## config.mk

```make
export PLATFORM = sky130hd
export DESIGN_NAME = dma_irq_status
export DESIGN_NICKNAME = d
export VERILOG_FILES = /design/src/rtl/dma_irq_pkg.sv /design/src/rtl/dma_irq_regif.sv /design/src/rtl/dma_irq_sticky.sv /design/src/rtl/dma_irq_errcap.sv /design/src/rtl/dma_irq_status.sv
export SDC_FILE = /design/constraint.sdc
export NUM_CORES = 1
export LEC_CHECK = 0
export ABC_AREA = 1
export BUFFER_PORTS_ARGS = -buffer_cell sky130_fd_sc_hd__buf_2
export CAP_MARGIN = 20
export CORE_MARGIN = 2
export CORE_UTILIZATION = 35
export DETAILED_ROUTE_END_ITERATION = 8
export SYNTH_ARGS = -nofsm -noshare
export SYNTH_HDL_FRONTEND = slang
export SYNTH_SLANG_ARGS = --single-unit
```

## constraint.sdc

```tcl
create_clock -name clk -period 1.3 [get_ports clk]
set_clock_uncertainty 0.15 [all_clocks]
set_input_delay 0.195 -clock clk [delete_from_list [all_inputs] [get_ports clk]]
set_output_delay 0.195 -clock clk [all_outputs]
set_load 0.1 [all_outputs]
```

## src/rtl/dma_irq_pkg.sv

```systemverilog
package dma_irq_pkg;
   localparam int DATA_W    = 32;
   localparam int FATAL_BIT = 13;
   localparam int RX_LSB    = 17;
   localparam int TX_LSB    = 20;
   localparam int ERR_LSB   = 23;
   localparam int LVL_LSB   = 27;
   localparam int CODE_W    = 3;
endpackage

```

## src/rtl/dma_irq_regif.sv

```systemverilog
module dma_irq_regif
   import dma_irq_pkg::*;
#(
   parameter int ADDR_W   = 4,
   parameter int STAT_OFS = 0,
   parameter int EN_OFS   = 4
) (
   input  logic              reg_sel,
   input  logic              reg_wr,
   input  logic [ADDR_W-1:0] reg_addr,
   input  logic [DATA_W-1:0] stat_word,
   input  logic [DATA_W-1:0] en_word,
   output logic              stat_we,
   output logic              en_we,
   output logic [DATA_W-1:0] rdata
);
   localparam logic [ADDR_W-1:0] STAT_A = ADDR_W'(STAT_OFS);
   localparam logic [ADDR_W-1:0] EN_A   = ADDR_W'(EN_OFS);

   assign stat_we = reg_sel && reg_wr && (reg_addr == STAT_A);
   assign en_we   = reg_sel && reg_wr && (reg_addr == EN_A);

   always_comb begin
      if (reg_addr == STAT_A)    rdata = stat_word;
      else if (reg_addr == EN_A) rdata = en_word;
      else                       rdata = '0;
   end
endmodule

```

## src/rtl/dma_irq_sticky.sv

```systemverilog
module dma_irq_sticky #(
   parameter int N = 17
) (
   input  logic         clk,
   input  logic         rst_n,
   input  logic [N-1:0] set_i,
   input  logic [N-1:0] clr_i,
   output logic [N-1:0] flag_o
);
   for (genvar i = 0; i < N; i++) begin : g_bit
      always_ff @(posedge clk or negedge rst_n) begin
         if (!rst_n)          flag_o[i] <= 1'b0;
         else if (set_i[i])   flag_o[i] <= 1'b1;
         else if (clr_i[i])   flag_o[i] <= 1'b0;
      end
   end
endmodule

```

## src/rtl/dma_irq_errcap.sv

```systemverilog
module dma_irq_errcap
   import dma_irq_pkg::*;
(
   input  logic              clk,
   input  logic              rst_n,
   input  logic              set_i,
   input  logic              clr_i,
   input  logic              flag_q,
   input  logic [CODE_W-1:0] det_i,
   output logic [CODE_W-1:0] err_o
);
   logic flag_nx;
   assign flag_nx = set_i | (flag_q & ~clr_i);

   always_ff @(posedge clk or negedge rst_n) begin
      if (!rst_n)        err_o <= '0;
      else if (!flag_nx) err_o <= '0;
      else if (!flag_q)  err_o <= det_i;
   end
endmodule

```

## src/rtl/dma_irq_status.sv

```systemverilog
module dma_irq_status
   import dma_irq_pkg::*;
#(
   parameter int NUM_EVT  = 17,
   parameter int ADDR_W   = 4,
   parameter int STAT_OFS = 0,
   parameter int EN_OFS   = 4
) (
   input  logic               clk,
   input  logic               rst_n,
   input  logic               reg_sel,
   input  logic               reg_wr,
   input  logic [ADDR_W-1:0]  reg_addr,
   input  logic [31:0]        reg_wdata,
   output logic [31:0]        reg_rdata,
   input  logic [NUM_EVT-1:0] evt_pulse,
   input  logic               err_is_tx,
   input  logic               err_is_rd,
   input  logic               err_is_desc,
   input  logic [2:0]         tx_fsm,
   input  logic [2:0]         rx_fsm,
   input  logic               ts_lvl,
   input  logic               pm_lvl,
   input  logic               cnt_lvl,
   output logic               irq
);
   localparam logic [DATA_W-1:0] EVT_MASK = DATA_W'((64'd1 << NUM_EVT) - 64'd1);
   localparam logic [DATA_W-1:0] EN_MASK  = EVT_MASK | (DATA_W'(7) << LVL_LSB);

   if (NUM_EVT <= FATAL_BIT || NUM_EVT > RX_LSB) begin : g_bad_evt
      $error("NUM_EVT must cover the fatal bit and stay below the rx state field");
   end
   if (STAT_OFS == EN_OFS || (STAT_OFS % 4) != 0 || (EN_OFS % 4) != 0) begin : g_bad_ofs
      $error("register offsets must be distinct and word aligned");
   end
   if (ADDR_W < 3 || (1 << ADDR_W) <= STAT_OFS || (1 << ADDR_W) <= EN_OFS) begin : g_bad_aw
      $error("ADDR_W too narrow for the register offsets");
   end

   logic               stat_we, en_we;
   logic [NUM_EVT-1:0] flags, clr_m;
   logic [DATA_W-1:0]  en_q, stat_word;
   logic [CODE_W-1:0]  err_q;
   logic [2:0]         lvl;

   assign lvl   = {ts_lvl, pm_lvl, cnt_lvl};
   assign clr_m = stat_we ? reg_wdata[NUM_EVT-1:0] : '0;

   dma_irq_regif #(
      .ADDR_W(ADDR_W), .STAT_OFS(STAT_OFS), .EN_OFS(EN_OFS)
   ) u_regif (
      .reg_sel(reg_sel), .reg_wr(reg_wr), .reg_addr(reg_addr),
      .stat_word(stat_word), .en_word(en_q),
      .stat_we(stat_we), .en_we(en_we), .rdata(reg_rdata)
   );

   dma_irq_sticky #(.N(NUM_EVT)) u_sticky (
      .clk(clk), .rst_n(rst_n), .set_i(evt_pulse), .clr_i(clr_m), .flag_o(flags)
   );

   dma_irq_errcap u_errcap (
      .clk(clk), .rst_n(rst_n),
      .set_i(evt_pulse[FATAL_BIT]), .clr_i(clr_m[FATAL_BIT]),
      .flag_q(flags[FATAL_BIT]),
      .det_i({err_is_desc, err_is_rd, err_is_tx}),
      .err_o(err_q)
   );

   always_ff @(posedge clk or negedge rst_n) begin
      if (!rst_n)     en_q <= '0;
      else if (en_we) en_q <= reg_wdata & EN_MASK;
   end

   always_comb begin
      stat_word                             = '0;
      stat_word[NUM_EVT-1:0]                = flags;
      stat_word[RX_LSB +: CODE_W]           = rx_fsm;
      stat_word[TX_LSB +: CODE_W]           = tx_fsm;
      stat_word[ERR_LSB +: CODE_W]          = err_q;
      stat_word[LVL_LSB +: 3]               = lvl;
   end

   always_ff @(posedge clk or negedge rst_n) begin
      if (!rst_n) irq <= 1'b0;
      else        irq <= (|(flags & en_q[NUM_EVT-1:0])) | (|(lvl & en_q[LVL_LSB +: 3]));
   end
endmodule

```

== Word level (Yosys, flattened, before mapping) ==
Index checks and enable logic that the tools add are counted.
Cells by class
  mux-type cells: 39
  bitwise gates (word level): 6
  equal/unequal tests: 2
  reduce and logical (&&, ||, !) cells: 23
Operators by type and width (count)
  1-bit two-way mux: 34
  2-bit nonzero test: 17
  32-bit two-way mux: 1
  30-bit two-way mux: 1
  17-bit AND: 1
  17-bit two-way mux: 1
  17-bit OR reduction: 1
  3-bit two-way mux: 2
  4-bit by 3-bit equality test with 1-bit output (second input constant): 1
  4-bit logical NOT: 1
  3-bit AND: 1
  1-bit logical AND: 3
  3-bit OR reduction: 1
  2-bit != test (second input constant): 1
  1-bit OR: 2
  1-bit AND: 1
  1-bit NOT: 1
Storage, ports and cells
  word-level logic and storage cells: 90
  flip-flop bits (word level): 41
  output and inout port bits: 33
  bits of input ports: 69

== Logic depth before layout (Yosys ltp) ==
  depth in word-level cells: 7
  mapped depth: 7
  depth with buffers taken out: 7

== By module ==
Synthesis repeated with hierarchy kept, for this count alone.
Second synthesis, totals
  cells, all modules: 339
  area total of the unflattened synthesis: 2531.2 um2
By module, submodules not included
  dma_irq_status: sequential area each 525.5 um2, cells each 121, times used 1, area an instance 1147.4 um2
  dma_irq_sticky: sequential area each 425.4 um2, cells each 85, times used 1, area an instance 680.7 um2
  dma_irq_regif: sequential area each 0.0 um2, cells each 118, times used 1, area an instance 573.0 um2
  dma_irq_errcap: sequential area each 75.1 um2, cells each 15, times used 1, area an instance 130.1 um2

== Worst setup path after synthesis ==
Ideal clock, no wire load.
  path type: input -> output
  start: input reg_addr[1]
  end: output reg_rdata[27]
  data arrival time: 2.780 ns
  slack: -1.825 ns
  stages on the path: 4
  cells stage by stage: nor2_4 -> nand3b_2 -> buf_2 -> o21ai_0
On the way
  word-level cells in the longest chain between the ends: 3
Ends and longest elaborated chain
  from (decl): RTL line dma_irq_status.sv:13  | input logic [ADDR_W-1:0] reg_addr,
  4-bit by 3-bit equality test with 1-bit output: RTL line dma_irq_regif.sv:25  | else if (reg_addr == EN_A) rdata = en_word;
  30-bit two-way mux: RTL line dma_irq_regif.sv:25
  32-bit two-way mux (*): RTL line dma_irq_regif.sv:24  | if (reg_addr == STAT_A) rdata = stat_word;
  to (decl): RTL line dma_irq_status.sv:15  | output logic [31:0] reg_rdata,
Mark *: on every way between the ends. The rest lies on a longest branch, timed or not.

== Worst setup path after layout ==
  start: input reg_addr[0]
  end: output reg_rdata[20]
On the way
  word-level cells in the longest chain between the ends: 2
Ends and longest elaborated chain (RTL line)
  4-bit logical NOT: dma_irq_regif.sv:24
  32-bit two-way mux: dma_irq_regif.sv:24
Every way passes these cells.

==> out/qor.txt <==
status: finished, violations left
failing checks: negative setup slack
vias per inst: 4.59
Post-synth EDFFs: 0
First-pass DRT Iterations: 6
unrepaired setup endpoints after global routing: yes
nets: 478
Sequential Power Share: 41.8%
sw power: 1240 uW
Post-DP HPWL: 4520 um
worst vdd ir: 0.000518 V
Tcrit/Tclk final: 115%
yosys warns: 0
crit path DAT: 1.15 ns
switching share of total power: 34.4%
cell taking the most area after synthesis: dfrtp_1
H-tree depth: 2
initial antenna violation count: 0
final slew viol count: 0
hold endpoint: en_q[5]$_DFFE_PN0P_
worst min path class: primary input to flop
GP Congestion: 0.729
DRC viols: 0
Root Buffer Master: clkbuf_8
synth unique cells: 19
post-synthesis cell area: 2100 um2
ys flop type: dfrtp_1
most common cell after layout, fill and taps aside: buf_2
top cells by area, synth: dfrtp_1, inv_1, nand2_1
fraction of layout cells with a size suffix above 1: 38.9%
GR Util met1: 25.6%
mean post-synth cell area: 7.86 um2
final hold vios: 0
Sink Count: 41
Placeable Area: 5850 um2
async set or reset register ratio after synthesis: 100%
Core Rows: 28
Max Clk Rate: 0.668 GHz
Syn-to-layout area delta: 96.1%
synthesis-stage register bit count: 41
Design Area, Final: 4110 um2
met2 usage: 34.9%
Initial Util: 35.9%
leakage power: 0.00206 uW
fin crit period: 1.50 ns
Setup WS post-layout: -0.197 ns
CTS Buf Count: 5
Hold Crit Start: reg_wdata[5]
Area after DPL: 3530 um2
clk buf depth: 2
Detail Route Antenna Nets: 0
commonest non-fill, non-tap cells in the layout: buf_2, inv_1, nand2_1, dfrtp_1, dlygate4sd3_1
Worst Setup SP: reg_addr[0]
Routed WL per cell: 12.8 um
total of max-cap violations: 0
Clock Latency Late Sink: 0.29 ns
FF-to-FF path depth: 5
startpoint types: primary input
die area: 6630 um2
gr usage total: 20.1%
register area share after synthesis: 48.9%
CTS tree: built
Sum Neg Setup Slack: -4.77 ns
Critical Path RT: 0.95 ns
CP max FO: 6
grt met3 use: 3.52%
total power: 3600 uW
diode count: 0
Post-Synthesis Cells: 267
I/O Buffers: 86
worst r2r src: u_sticky.flag_o[9]$_DFFE_PN0P_
final wirelength: 6210 um
reg-to-reg endpoint: irq$_DFF_PN0_
Logic pwr share: 34.7%
gr busiest metal: met2
first-pass GRT wire length: 10100 um
clock share of power: 23.5%
vias in the first global route: 2203
width of the die: 81.4 um
Hold Crit Depth: 3
1st-iter DRT viols: 87
IO Pins: 102
DR vias: 2221
WS Path Type: primary input to output port
Critical Path Sink Type: output port
total grt overflow: 0
Internal: 2360 uW
Worst-path clk slew: 0.07 ns
Pwr Density: 874 nW/um2
Setup violations, final: 29
Finished Core Util: 70.3%
R2R Setup Slk: 0.07 ns
Die Ht: 81.4 um
pin count of the biggest net entering global routing: 42
top cell type's share of synthesized area: 48.9%
-- power by group through the flow --
stage / clock [uW] / sequential, uW / combinational, uW
3_3_place_gp: 0 / 1520 / 1110
6_report: 845 / 1500 / 1250
4_1_cts: 870 / 1500 / 1240
5_1_grt: 920 / 1530 / 1340
3_5_place_dp: 0 / 1530 / 1130
2_1_floorplan: 0 / 1510 / 780
-- Yosys cell counts, types with 3 or more instances --
cell,number
o21ai_0,26
nand3_1,7
o22ai_1,19
dfrtp_1,41
buf_4,5
nor2_1,28
nand4_1,3
nand2_1,41
nor2_4,3
inv_1,65
buf_2,6
o21bai_1,16
-- sequential cells by signal, summed over array words and instances, names as in the netlist --
register / cells
en_q: 20
u_sticky.flag_o: 17
u_errcap.err_o: 3
irq: 1
-- how the worst max path moves through the flow --
stage / end / slack (ns)
global placement: reg_rdata[28] / -0.24
global route: reg_rdata[20] / -0.24
finish: reg_rdata[20] / -0.20
CTS: reg_rdata[18] / -0.20
detailed placement: reg_rdata[3] / -0.29
floorplan: reg_rdata[10] / -0.37
-- cell type report --
type	instances	area [um2]
Tap cell	75	93.8
Sequential cell	41	1030
Clock buffer	7	86.3
Fill cell	440	1740
Multi-Input combinational cell	151	1110
Timing Repair Buffer	145	1550
Inverter	65	244
-- metrics by stage --
| stage | hold WS [ns] | instances | setup slack, ns |
|---|---|---|---|
| 3_3_place_gp | 0.0344 | 432 | -0.245 |
| 6_report | 0.00550 | 484 | -0.197 |
| 3_5_place_dp | 0.0377 | 432 | -0.286 |
| 4_1_cts | 0.000894 | 480 | -0.203 |
| 2_1_floorplan | -0.251 | 269 | -0.372 |
| 5_1_grt | 0.0136 | 484 | -0.241 |
-- worst max-delay path, cell delays in order --
cell	delay (ns)
buf_6	0.10
nor2_4	0.17
nand2_4	0.11
bufbuf_16	0.30
nor2_4	0.10
buf_12	0.18
-- metal layers --
metal	part of all wire, %	wire length (um)	vias up
met1	42	2620	1059
met2	53	3260	52
met4	1.2	72	0
met5	0	0	-
met3	4.0	250	5
li1	-	-	1105
-- timing repair --
item                       in CTS  in global routing
buffers inserted                1                  4
hold endpoints to repair       79                  0
setup endpoints to repair      29                 29
gates resized for setup        10                 21
gates cloned                    1                  0
pin swaps                       1                  3
hold buffers                   39                  0
-- cells by family (layout without fill, tap and decap cells) --
family                 after synthesis  in the layout  share of synthesized area [%]
other                                1              3                          0.179
and+or+nand+nor                     86             86                           18.1
buffers and inverters               77            217                           15.0
AOI/OAI and AO/OA                   62             62                           17.8
DFF                                 41             41                           48.9
Power figures use the tool's default switching activity.
